### src/rtl/wpq_pkg.sv
package wpq_pkg;

  typedef enum logic {
    ST_IDLE = 1'b0,
    ST_LOW  = 1'b1
  } stb_state_e;

  // A write command needs select and write strobe active with output drive off.
  function automatic logic is_write_cmd(input logic ce_n, input logic we_n,
                                        input logic oe_n);
    return (!ce_n) && (!we_n) && oe_n;
  endfunction

endpackage

### src/rtl/wpq_rst_sync.sv
module wpq_rst_sync #(
  parameter int unsigned STAGES = 2
) (
  input  logic clk,
  input  logic arst_n,
  output logic srst_n
);

  logic [STAGES-1:0] chain_q;

  generate
    if (STAGES == 1) begin : g_single
      always_ff @(posedge clk or negedge arst_n) begin
        if (!arst_n) chain_q <= '0;
        else         chain_q <= 1'b1;
      end
    end else begin : g_multi
      always_ff @(posedge clk or negedge arst_n) begin
        if (!arst_n) chain_q <= '0;
        else         chain_q <= {chain_q[STAGES-2:0], 1'b1};
      end
    end
  endgenerate

  assign srst_n = chain_q[STAGES-1];

endmodule

### src/rtl/wpq_supply_debounce.sv
module wpq_supply_debounce #(
  parameter int unsigned DEB_CYC = 4
) (
  input  logic clk,
  input  logic srst_n,
  input  logic vdd_ok_i,
  output logic stable_o
);

  localparam int unsigned CW = $clog2(DEB_CYC + 1);
  localparam logic [CW-1:0] CNT_MAX = CW'(DEB_CYC);

  logic [CW-1:0] cnt_q, cnt_d;

  always_comb begin
    cnt_d = cnt_q;
    if (!vdd_ok_i)             cnt_d = '0;
    else if (cnt_q != CNT_MAX) cnt_d = cnt_q + 1'b1;
  end

  always_ff @(posedge clk or negedge srst_n) begin
    if (!srst_n) cnt_q <= '0;
    else         cnt_q <= cnt_d;
  end

  assign stable_o = (cnt_q == CNT_MAX);

  // one low sample drops stability right after the edge.
  a_r2_low_clears: assert property (@(posedge clk) disable iff (!srst_n)
    !vdd_ok_i |=> !stable_o);

  // stability can only appear after a high sample.
  a_r2_rise_needs_high: assert property (@(posedge clk) disable iff (!srst_n)
    $rose(stable_o) |-> $past(vdd_ok_i));

endmodule

### src/rtl/wpq_holdoff_timer.sv
module wpq_holdoff_timer #(
  parameter int unsigned HOLD_CYC = 200
) (
  input  logic clk,
  input  logic srst_n,
  input  logic stable_i,
  output logic ready_o
);

  localparam int unsigned CW = $clog2(HOLD_CYC + 1);
  localparam logic [CW-1:0] CNT_MAX = CW'(HOLD_CYC);

  logic [CW-1:0] cnt_q, cnt_d;

  always_comb begin
    cnt_d = cnt_q;
    if (!stable_i)             cnt_d = '0;
    else if (cnt_q != CNT_MAX) cnt_d = cnt_q + 1'b1;
  end

  always_ff @(posedge clk or negedge srst_n) begin
    if (!srst_n) cnt_q <= '0;
    else         cnt_q <= cnt_d;
  end

  assign ready_o = (cnt_q == CNT_MAX) && stable_i;

  // losing stability restarts the hold-off, so no readiness next cycle.
  a_r4_restart: assert property (@(posedge clk) disable iff (!srst_n)
    !stable_i |=> !ready_o);

  // readiness only arrives after a stable sample.
  a_r3_rise_after_stable: assert property (@(posedge clk) disable iff (!srst_n)
    $rose(ready_o) |-> $past(stable_i));

endmodule

### src/rtl/wpq_strobe_filter.sv
module wpq_strobe_filter
  import wpq_pkg::*;
#(
  parameter int unsigned MIN_LOW_CYC = 3
) (
  input  logic clk,
  input  logic srst_n,
  input  logic ce_n_i,
  input  logic we_n_i,
  input  logic oe_n_i,
  input  logic ready_i,
  output logic wr_start_o
);

  localparam int unsigned CW = $clog2(MIN_LOW_CYC + 1);
  localparam logic [CW-1:0] CNT_MAX = CW'(MIN_LOW_CYC);

  stb_state_e    state_q, state_d;
  logic [CW-1:0] cnt_q, cnt_d;
  logic          spoil_q, spoil_d;
  logic          start_q, start_d;
  logic          wr_cmd;
  logic          released;

  always_comb begin
    wr_cmd   = is_write_cmd(ce_n_i, we_n_i, oe_n_i);
    released = (state_q == ST_LOW) && !wr_cmd;
    start_d  = released && oe_n_i && (cnt_q == CNT_MAX) && !spoil_q && ready_i;

    state_d = ST_IDLE;
    cnt_d   = '0;
    spoil_d = 1'b0;
    if (wr_cmd) begin
      state_d = ST_LOW;
      if (state_q == ST_LOW) begin
        cnt_d   = (cnt_q == CNT_MAX) ? cnt_q : cnt_q + 1'b1;
        spoil_d = spoil_q || !ready_i;
      end else begin
        cnt_d   = CW'(1);
        spoil_d = !ready_i;
      end
    end
  end

  always_ff @(posedge clk or negedge srst_n) begin
    if (!srst_n) begin
      state_q <= ST_IDLE;
      cnt_q   <= '0;
      spoil_q <= 1'b0;
      start_q <= 1'b0;
    end else begin
      state_q <= state_d;
      cnt_q   <= cnt_d;
      spoil_q <= spoil_d;
      start_q <= start_d;
    end
  end

  assign wr_start_o = start_q;

  // the start pulse lasts a single cycle.
  a_r7_single_cycle: assert property (@(posedge clk) disable iff (!srst_n)
    start_q |=> !start_q);

  // a pulse follows a clean ending sample.
  a_r8_clean_end: assert property (@(posedge clk) disable iff (!srst_n)
    start_q |-> ($past(oe_n_i) && ($past(ce_n_i) || $past(we_n_i))));

  // no pulse when the lockout was active at the ending sample.
  a_r9_ready_at_end: assert property (@(posedge clk) disable iff (!srst_n)
    start_q |-> $past(ready_i));

  // a pulse needs a strobe in progress before the ending sample.
  a_r6_strobe_seen: assert property (@(posedge clk) disable iff (!srst_n)
    start_q |-> $past(state_q == ST_LOW));

endmodule

### src/rtl/wpq_write_qualifier.sv
module wpq_write_qualifier #(
  parameter int unsigned DEB_CYC     = 4,
  parameter int unsigned HOLD_CYC    = 200,
  parameter int unsigned MIN_LOW_CYC = 3,
  parameter int unsigned RST_STAGES  = 2
) (
  input  logic clk,
  input  logic rst_n,
  input  logic ce_n,
  input  logic we_n,
  input  logic oe_n,
  input  logic vdd_ok,
  output logic wr_start,
  output logic inhibit
);

  logic srst_n;
  logic sup_stable;
  logic sup_ready;

  wpq_rst_sync #(.STAGES(RST_STAGES)) u_rst_sync (
    .clk    (clk),
    .arst_n (rst_n),
    .srst_n (srst_n)
  );

  wpq_supply_debounce #(.DEB_CYC(DEB_CYC)) u_debounce (
    .clk      (clk),
    .srst_n   (srst_n),
    .vdd_ok_i (vdd_ok),
    .stable_o (sup_stable)
  );

  wpq_holdoff_timer #(.HOLD_CYC(HOLD_CYC)) u_holdoff (
    .clk      (clk),
    .srst_n   (srst_n),
    .stable_i (sup_stable),
    .ready_o  (sup_ready)
  );

  wpq_strobe_filter #(.MIN_LOW_CYC(MIN_LOW_CYC)) u_filter (
    .clk        (clk),
    .srst_n     (srst_n),
    .ce_n_i     (ce_n),
    .we_n_i     (we_n),
    .oe_n_i     (oe_n),
    .ready_i    (sup_ready),
    .wr_start_o (wr_start)
  );

  assign inhibit = !sup_ready;

  // a low supply sample always shows as lockout in the next cycle.
  a_r10_low_locks: assert property (@(posedge clk) disable iff (!srst_n)
    !vdd_ok |=> inhibit);

  // no write starts while the lockout was in force.
  a_r3_no_start_locked: assert property (@(posedge clk) disable iff (!srst_n)
    wr_start |-> !$past(inhibit));

endmodule

### config.mk
export PLATFORM = sky130hd
export DESIGN_NAME = wpq_write_qualifier
export DESIGN_NICKNAME = d
export VERILOG_FILES = /design/src/rtl/wpq_pkg.sv /design/src/rtl/wpq_rst_sync.sv /design/src/rtl/wpq_supply_debounce.sv /design/src/rtl/wpq_holdoff_timer.sv /design/src/rtl/wpq_strobe_filter.sv /design/src/rtl/wpq_write_qualifier.sv
export SDC_FILE = /design/constraint.sdc
export NUM_CORES = 1
export LEC_CHECK = 0
export ABC_AREA = 1
export BUFFER_PORTS_ARGS = -buffer_cell sky130_fd_sc_hd__buf_4
export CORE_ASPECT_RATIO = 0.9
export CORE_MARGIN = 3
export CORE_UTILIZATION = 55
export DETAILED_ROUTE_END_ITERATION = 16
export PLACE_DENSITY = 0.85
export REMOVE_ABC_BUFFERS = 1
export SLEW_MARGIN = 25
export SYNTH_ARGS = -nofsm -noshare
export SYNTH_HDL_FRONTEND = slang
export SYNTH_HIERARCHICAL = 1
export SYNTH_SLANG_ARGS = --single-unit
### constraint.sdc
create_clock -name clk -period 1.7 [get_ports clk]
set_input_delay 0.17 -clock clk [delete_from_list [all_inputs] [get_ports clk]]
set_output_delay 0.17 -clock clk [all_outputs]
set_load 0.05 [all_outputs]
# After elaboration in Yosys (flattened, before gate mapping)
# Cells that the tools add are included.
# Widths: inputs -> output; s select.
[op_classes]
n_eq_ne = 8
bitwise_logic = 0
div_mod_pow = 0
muxes = 10
n_addsub = 3
multipliers = 0
shifts = 0
order_cmp = 0
reduce_logical = 14
[ops]
columns = ["op", "n"]
rows = [
  ["$mux 8", 2],
  ["$add 8x1->8 const B", 1],
  ["$eq 8x8->1 const B", 1],
  ["$logic_and 1x1->1", 8],
  ["$ne 8x8->1 const B", 1],
  ["$mux 2", 3],
  ["$mux 3", 2],
  ["$ne 3x3->1 const B", 2],
  ["$logic_not 1->1", 5],
  ["$add 3x1->3 const B", 1],
  ["$eq 3x3->1 const B", 1],
  ["$mux 1", 3],
  ["$add 2x1->2 const B", 1],
  ["$eq 2x2->1 const B", 1],
  ["$ne 2x1->1 const B", 1],
  ["$ne 2x2->1 const B", 1],
  ["$logic_or 1x1->1", 1],
]
[word_totals]
memories = 0
romBits = 0
latch_bits = 0
ff_bits = 18
mem_bits_rw = 0

# Longest topological paths before layout
# Gate-level depths: netlist of run 1.
[logic_depth]
depth_word = 9
mapped_depth = 11

# Cells and area by module
# Netlist of run 1, hierarchy kept.
[by_module_without_submodules]
columns = ["mod", "cells_each", "instances", "area_each_um2"]
rows = [
  ["wpq_holdoff_timer", 66, 1, 483.0],
  ["wpq_strobe_filter", 29, 1, 236.5],
  ["wpq_supply_debounce", 19, 1, 163.9],
  ["wpq_rst_sync", 3, 1, 53.8],
  ["wpq_write_qualifier", 1, 1, 3.8],
]

# Worst setup path before layout of run 1
# No wires, ideal clock.
[synth_timing]
path_kind = "reg2out"
startpoint = "reg u_debounce.cnt_q[0]"
endpoint = "out inhibit"
path_buffers = 1
setup_slack_ns = 0.166
required_time_ns = 1.530
path_stages_with_launch = 9
arrival_ns = 1.364
cell_sequence = "dfrtp_1 > inv_1 > ha_1 > nand2_2 > inv_1 > buf_2 > inv_1 > nor2_1 > inv_1"
[synth_via]
elab_chain_cells = 3
[synth_lines]
columns = ["element", "line", "rtl"]
rows = [
  ["from (decl)", "wpq_supply_debounce.sv:13", "logic [CW-1:0] cnt_q, cnt_d;"],
  ["from (signal assigned)", "wpq_supply_debounce.sv:23", "else cnt_q <= cnt_d;"],
  ["$eq 3x3->1", "wpq_supply_debounce.sv:26", "assign stable_o = (cnt_q == CNT_MAX);"],
  ["named net sup_stable", "wpq_write_qualifier.sv:18", "logic sup_stable;"],
  ["$logic_and 1x1->1", "wpq_holdoff_timer.sv:26", "assign ready_o = (cnt_q == CNT_MAX) && stable_i;"],
  ["named net sup_ready", "wpq_write_qualifier.sv:19", "logic sup_ready;"],
  ["$logic_not 1->1", "wpq_write_qualifier.sv:51", "assign inhibit = !sup_ready;"],
  ["to (decl)", "wpq_write_qualifier.sv:14", "output logic inhibit"],
]
# The timed path passes the listed nets, and every way through them passes these cells.

# Final worst setup path of run 1
[layout_timing]
startpoint = "reg u_holdoff.cnt_q[0]"
endpoint = "out inhibit"
[layout_via]
elab_chain_cells = 3
[layout_lines]
columns = ["element", "line", "rtl"]
rows = [
  ["from (decl)", "wpq_holdoff_timer.sv:13", "logic [CW-1:0] cnt_q, cnt_d;"],
  ["from (signal assigned)", "wpq_holdoff_timer.sv:23", "else cnt_q <= cnt_d;"],
  ["$eq 8x8->1", "wpq_holdoff_timer.sv:26", ""],
  ["$logic_and 1x1->1", "wpq_holdoff_timer.sv:26", ""],
  ["named net sup_ready", "wpq_write_qualifier.sv:19", ""],
  ["$logic_not 1->1", "wpq_write_qualifier.sv:51", ""],
]
# The timed path passes the listed nets, and every way through them passes these cells.

==> impl_metrics.ini, run 1 <==
[layout]
num-fill-cells = 123
syn2layout_area_growth_pct = 24.9
diodes = 0
drive_gt1_frac = 0.268
final_cells = 160
final_nets = 150
post-route-cell-area_sq_um = 1170

[synth]
synthCells = 118
synth-seq-area-share = 0.479
yosys_warnings = 6
synth_cell_type_count = 19
synth.avg_cell_area_sq_um = 7.97
synth_seq_cells = 18
syn-cell-area_sq_um = 941

[clocking]
numCtsBuffers = 3
root_buffer = clkbuf_4
cts_tree = yes
worstSkewPairLatency_ns = 0.29
clk_pin_slew_ns = 0.10
cts_buffer_depth = 2
cts_sinks = 18
cts-htree-levels = 1

[setup_path]
crit_start = u_holdoff/cnt_q[0]$_DFFE_PN0P_
crit_type = flop to output pin
arrival_ns = 1.49
cp_cell_sequence = inv_2 -> ha_4 -> nand2_2 -> nor2_2 -> nand2_2 -> nor2_4 -> inv_2 -> buf_8
end_kind = output pin
path_max_fanout = 3
critical_path_buf_inv_count = 3
r2r-start = u_holdoff/cnt_q[0]$_DFFE_PN0P_
crit_path_max_incr_delay_ns = 0.40
critPathSlowestCell = dfrtp_1
startpoint_type = flop
cpLargestDelayFamily = flip-flops
cp.required_ns = 1.53

[floorplan]
initial_core_util = 0.615
fp.dieW_um = 49.6
die_area_sq_um = 2240
coreArea_sq_um = 1530
design.portCount = 8
row_count = 13
die_height_um = 45.2

[global_routing]
track_usage = 0.190
overflow = 0
antenna_found_initial = 0
grt_pass1_wl_um = 3130
grt_pass1_vias = 771
grt_max_degree = 17

[drt]
vias = 807
firstDrtPassIters = 4
ant_nets = 0
first_iter_violations = 19
met1_length_um = 818
vias_per_cell = 5.04
wirelength_um = 1920
wl_met3_um = 68
wl_met2_um = 1000
drc = 0
detail_route.wl_per_cell_um = 12.0
top_layer_used = met4

[place]
dp_cells = 147
hpwl_um = 1310
gp_congestion = 0.840
placed_cell_area_sq_um = 1020
port_buffers = 7

[power]
clkPwrFrac = 0.316
p_seq_frac = 0.560
netSwitchingPower_w = 0.000198
power.density_nw_per_um2 = 701
pwr-share-comb = 0.124
irDropWorstVdd_uv = 649
p_int_w = 0.000626
finalPower_w = 0.000824
switching_share = 0.240
leakage_nw = 0.593

[timing]
setup_viol = 0
fmax_ghz = 0.602
relSlewSlack = 0.569
worst_hold_slack_ns = 0.114
rsz0062_at_grt = yes
finalCriticalPeriod_ns = 1.66
worstMarginPinSlew_ns = 0.647
skew_ns = 0.00810
final_hold_viol_count = 0
maxSlewViolCount = 0
period_share = 0.977

[hold_path]
worstHoldPathType = input port to flop
hp-start = ce_n

[run_status]
status = finished clean

[flow_run]
cap_violations = 0
layout by cell type (no fill, tap or decap):
cell type,count
clkbuf_4,3
nor2_2,2
ha_1,3
conb_1,1
nand2_1,25
nand3_2,1
buf_8,1
ha_4,2
o21ai_0,1
nand2_2,3
nand3_1,12
inv_1,14
dfrtp_1,18
nand3b_1,1
a21oi_1,3
nor2_1,15
nor2_4,2
clkbuf_8,1
nand4_1,3
and2_1,1
buf_4,15
dlygate4sd3_1,1
inv_2,7
xor2_1,3
Yosys cell counts:
cell type | number | area (sq um)
nor2_4 | 1 | 11.3
nand3_1 | 12 | 60.1
nand3b_1 | 1 | 7.51
nor2_2 | 1 | 6.26
inv_2 | 1 | 3.75
nor2_1 | 17 | 63.8
buf_2 | 1 | 5.00
conb_1 | 1 | 3.75
xor2_1 | 3 | 26.3
nand4_1 | 3 | 18.8
a21oi_1 | 3 | 15.0
nand3_2 | 1 | 10.0
o21ai_0 | 1 | 5.00
ha_1 | 5 | 62.6
inv_1 | 20 | 75.1
and2_1 | 1 | 6.26
nand2_2 | 2 | 12.5
nand2_1 | 26 | 97.6
dfrtp_1 | 18 | 450
logic make-up (layout without fill, tap and decap cells):
family,Yosys count,count (layout),synth area share
and+or+nand+nor,65,65,0.313
buffers and inverters,22,42,0.0891
DFF,18,18,0.479
adders and majority gates,5,5,0.0665
AOI/OAI and AO/OA,4,4,0.0213
xor gates and xnor gates,3,3,0.0279
other,1,1,0.00399
timing repair:
action	in CTS	in global routing
hold endpoints to repair	2	0
cloned	0	0
pin swaps	1	4
hold buffers	1	0
setup endpoints to repair	1	1
gates resized for setup	8	8
setup buffers	5	3
sequential cells by signal, summed over array words and instances (netlist names):
name	cells
u_debounce/cnt_q	3
u_filter/state_q	1
u_holdoff/cnt_q	8
u_filter/wr_start_o	1
u_filter/cnt_q	2
u_rst_sync/chain_q	2
u_filter/spoil_q	1
area by class of cell:
| type | instances | area (sq um) | area share |
|---|---|---|---|
| tap | 22 | 27.5 | 0.0234 |
| multi-input combinational | 78 | 444 | 0.378 |
| timing repair buffer | 17 | 138 | 0.117 |
| clock buffer | 4 | 36.3 | 0.0309 |
| inverter | 21 | 78.8 | 0.0671 |
| sequential | 18 | 450 | 0.383 |
path summary, 6_finish.rpt:
check | to | slack, ns | cells after the start
setup / recovery | inhibit | 0.04 | 8
hold / removal | u_filter/cnt_q[1]$_DFFE_PN0P_ | 0.11 | 4
setup reg to reg | u_filter/wr_start_o$_DFF_PN0_ | 0.27 | 11
hold reg to reg | u_debounce/cnt_q[0]$_DFFE_PN0P_ | 0.26 | 0
max in group asynchronous | u_debounce/cnt_q[2]$_DFFE_PN0P_ | 1.02 | 0
min in group asynchronous | u_rst_sync/chain_q[0]$_DFF_PN0_ | 0.21 | 2
layer usage:
metal | up-vias | global-route usage
met5 | - | 0
met4 | 0 | 0.0497
met3 | 4 | 0.0594
met2 | 18 | 0.354
met1 | 381 | 0.213
li1 | 404 | -
worst reg2reg max path, cell delays in order (launching register included):
cell and delay (ns):
dfrtp_1 0.40, inv_2 0.09, ha_4 0.14, nand2_2 0.05, nor2_2 0.13, nand2_2 0.09, nor2_4 0.13, buf_4 0.12
nand2_1 0.05, inv_1 0.06, nand2_1 0.05, nor2_1 0.09
through the flow:
stage | util | setup slack (ns) | TNS [ns]
6_report | 0.768 | 0.0383 | 0
5_1_grt | 0.768 | -0.0517 | -0.0517
4_1_cts | 0.741 | 0.0226 | 0
3_5_place_dp | 0.669 | 0.163 | 0
3_3_place_gp | 0.669 | 0.227 | 0
2_1_floorplan | - | 0.182 | 0
power by group through the flow:
stage | combinational [W] | clock [W] | sequential [W]
floorplan | 0.0000402 | 0 | 0.000466
global placement | 0.0000579 | 0 | 0.000470
detailed placement | 0.0000636 | 0 | 0.000471
CTS | 0.0000929 | 0.000267 | 0.000461
global route | 0.000115 | 0.000285 | 0.000464
finish | 0.000103 | 0.000260 | 0.000461
Power figures use the tool's default switching activity.
==> run 2, diff against run 1 <==
==> constraint.sdc (replaced) <==
create_clock -name clk -period 1.6 [get_ports clk]
set_input_delay 0.16 -clock clk [delete_from_list [all_inputs] [get_ports clk]]
set_output_delay 0.16 -clock clk [all_outputs]
set_load 0.05 [all_outputs]
==> run 2 against run 1 <==
  * The flow now finishes with violations (negative setup slack)
  * Critical path type unchanged
  * Largest cell class unchanged
  * Count of clock-buffer cells in the layout shrank 1
  * Cell area shrank 0.53%
  * Flip-flop and latch count is the same
  * Die area is the same
  * Non-clock buffer count grew 1
  * Worst hold slack lost 0.0095 ns
  * Setup slack lost 0.065 ns
  * Cell count is the same
==> impl_metrics.ini, run 2 (synthesis gave the netlist of run 1 again) <==
[power]
leakage_nw = 0.590
irDropWorstVdd_uv = 475
power.density_nw_per_um2 = 714

[global_routing]
grt_pass1_wl_um = 3440
grt_pass1_vias = 851
track_usage = 0.208
grt_max_degree = 17
overflow = 0
antenna_found_initial = 0

[layout]
reg_top3 = u_holdoff/cnt_q (8), u_debounce/cnt_q (3)
final_util = 0.764
final_common_cell = nand2_1
syn2layout_area_growth_pct = 24.2
post-route-cell-area_sq_um = 1170
final_nets = 151
diodes = 0
drive_gt1_frac = 0.275
most-common-layout-cells = 25 x nand2_1, 18 x dfrtp_1, 16 x buf_4
top_register = u_holdoff/cnt_q
largest_reg_flops = 8

[drt]
met1_length_um = 817
wirelength_um = 2020
top_layer_used = met4
wl_met2_um = 1040
first_iter_violations = 17
vias = 809
drc = 0
vias_per_cell = 5.06
wl_met3_um = 83
firstDrtPassIters = 4
ant_nets = 0
detail_route.wl_per_cell_um = 12.6

[floorplan]
row_count = 13
coreArea_sq_um = 1530
fp.dieW_um = 49.6
initial_core_util = 0.615
design.portCount = 8
die_area_sq_um = 2240
die_height_um = 45.2

[timing]
final_hold_viol_count = 0
setup_ws_ns = -0.0264
finalCriticalPeriod_ns = 1.63
period_share = 1.02
relSlewSlack = 0.569
setup_viol = 1
maxSlewViolCount = 0
fmax_ghz = 0.615
worstMarginPinSlew_ns = 0.647
skew_ns = 0.00718
rsz0062_at_grt = yes

[flow_run]
cap_violations = 0

[run_status]
status = complete, but fails checks
violations = negative setup slack

[clocking]
root_buffer = clkbuf_4
clk_pin_slew_ns = 0.10
numCtsBuffers = 3
cts_tree = yes
cts_buffer_depth = 2
worstSkewPairLatency_ns = 0.30
cts_sinks = 18
cts-htree-levels = 1

[setup_path]
arrival_ns = 1.47
crit_type = flop to output pin
startpoint_type = flop
cp_cell_sequence = inv_2 -> ha_4 -> nand2_2 -> inv_2 -> inv_2 -> nor2_4 -> inv_2 -> buf_8
path_max_fanout = 4
reg2reg_slack_ns = 0.20
path_common_cell = inv_2
end_kind = output pin
crit_path_max_incr_delay_ns = 0.41
cp.required_ns = 1.44
critPathSlowestCell = dfrtp_1

[place]
port_buffers = 7
placed_cell_area_sq_um = 1030
hpwl_um = 1400
gp_congestion = 0.874

[hold_path]
worstHoldPathType = input port to flop
-- run 2: changes by cell type in the layout (fill, tap and decap cells not counted), sizes merged --
cell / delta
buf: +1
clkbuf: -1
-- run 2: layer usage --
layer | global-route usage | vias up
met1 | 0.214 | 384
met3 | 0.0693 | 9
met4 | 0.105 | 0
li1 | - | 401
met5 | 0 | -
met2 | 0.385 | 15
-- run 2: power by group --
| part | switching, W | total [W] | leakage (nW) | internal (W) |
|---|---|---|---|---|
| sequential | 0.0000201 | 0.000491 | 0.243 | 0.000471 |
| clock | 0.000138 | 0.000226 | 0.0138 | 0.0000878 |
| combinational | 0.0000560 | 0.000118 | 0.334 | 0.0000617 |
-- run 2: critical path, delay by kind of cell, from the launching register on --
family                   cells  cell delay [ns]
adder cells (fa/ha/maj)      1             0.15
AND/OR/NAND/NOR              2             0.20
flip-flops                   1             0.41
buffers and inverters        5             0.41
-- run 2: area by class of cell --
class                           count  area, sq um
Fill cell                         116          360
Multi-Input combinational cell     78          444
Timing Repair Buffer               18          145
Inverter                           21         78.8
Tap cell                           22         27.5
Clock buffer                        3         22.5
Sequential cell                    18          450
-- run 2: path summary, 6_finish.rpt --
path,depth (start not counted),end,startpoint
min in group asynchronous,2,u_rst_sync/chain_q[1]$_DFF_PN0_,rst_n
worst min register to register,0,u_filter/state_q$_DFF_PN0_,u_rst_sync/chain_q[1]$_DFF_PN0_
max in group asynchronous,0,u_holdoff/cnt_q[0]$_DFFE_PN0P_,u_rst_sync/chain_q[1]$_DFF_PN0_
worst max-delay path,8,inhibit,u_debounce/cnt_q[1]$_DFFE_PN0P_
worst min-delay path,4,u_filter/cnt_q[1]$_DFFE_PN0P_,ce_n
worst max register to register,11,u_filter/wr_start_o$_DFF_PN0_,u_debounce/cnt_q[1]$_DFFE_PN0P_
-- run 2: through the flow --
| step | setup WS [ns] | hold slack [ns] | power, W | std cells | TNS (ns) |
|---|---|---|---|---|---|
| 2_1_floorplan | 0.0919 | -0.136 | 0.000538 | 117 | 0 |
| 3_3_place_gp | 0.146 | -0.0560 | 0.000564 | 148 | 0 |
| 3_5_place_dp | 0.0457 | -0.0543 | 0.000571 | 148 | 0 |
| 4_1_cts | -0.0917 | 0.101 | 0.000826 | 158 | -0.0917 |
| 5_1_grt | -0.104 | 0.117 | 0.000880 | 160 | -0.104 |
| 6_report | -0.0264 | 0.105 | 0.000834 | 160 | -0.0264 |
-- run 2: timing repair --
item,CTS,global route
resized for setup,6,11
setup buffers,6,2
pin swaps,3,5
gates cloned,0,0
hold buffers,1,0
endpoints found under the hold margin,2,0
setup endpoints to repair,1,2
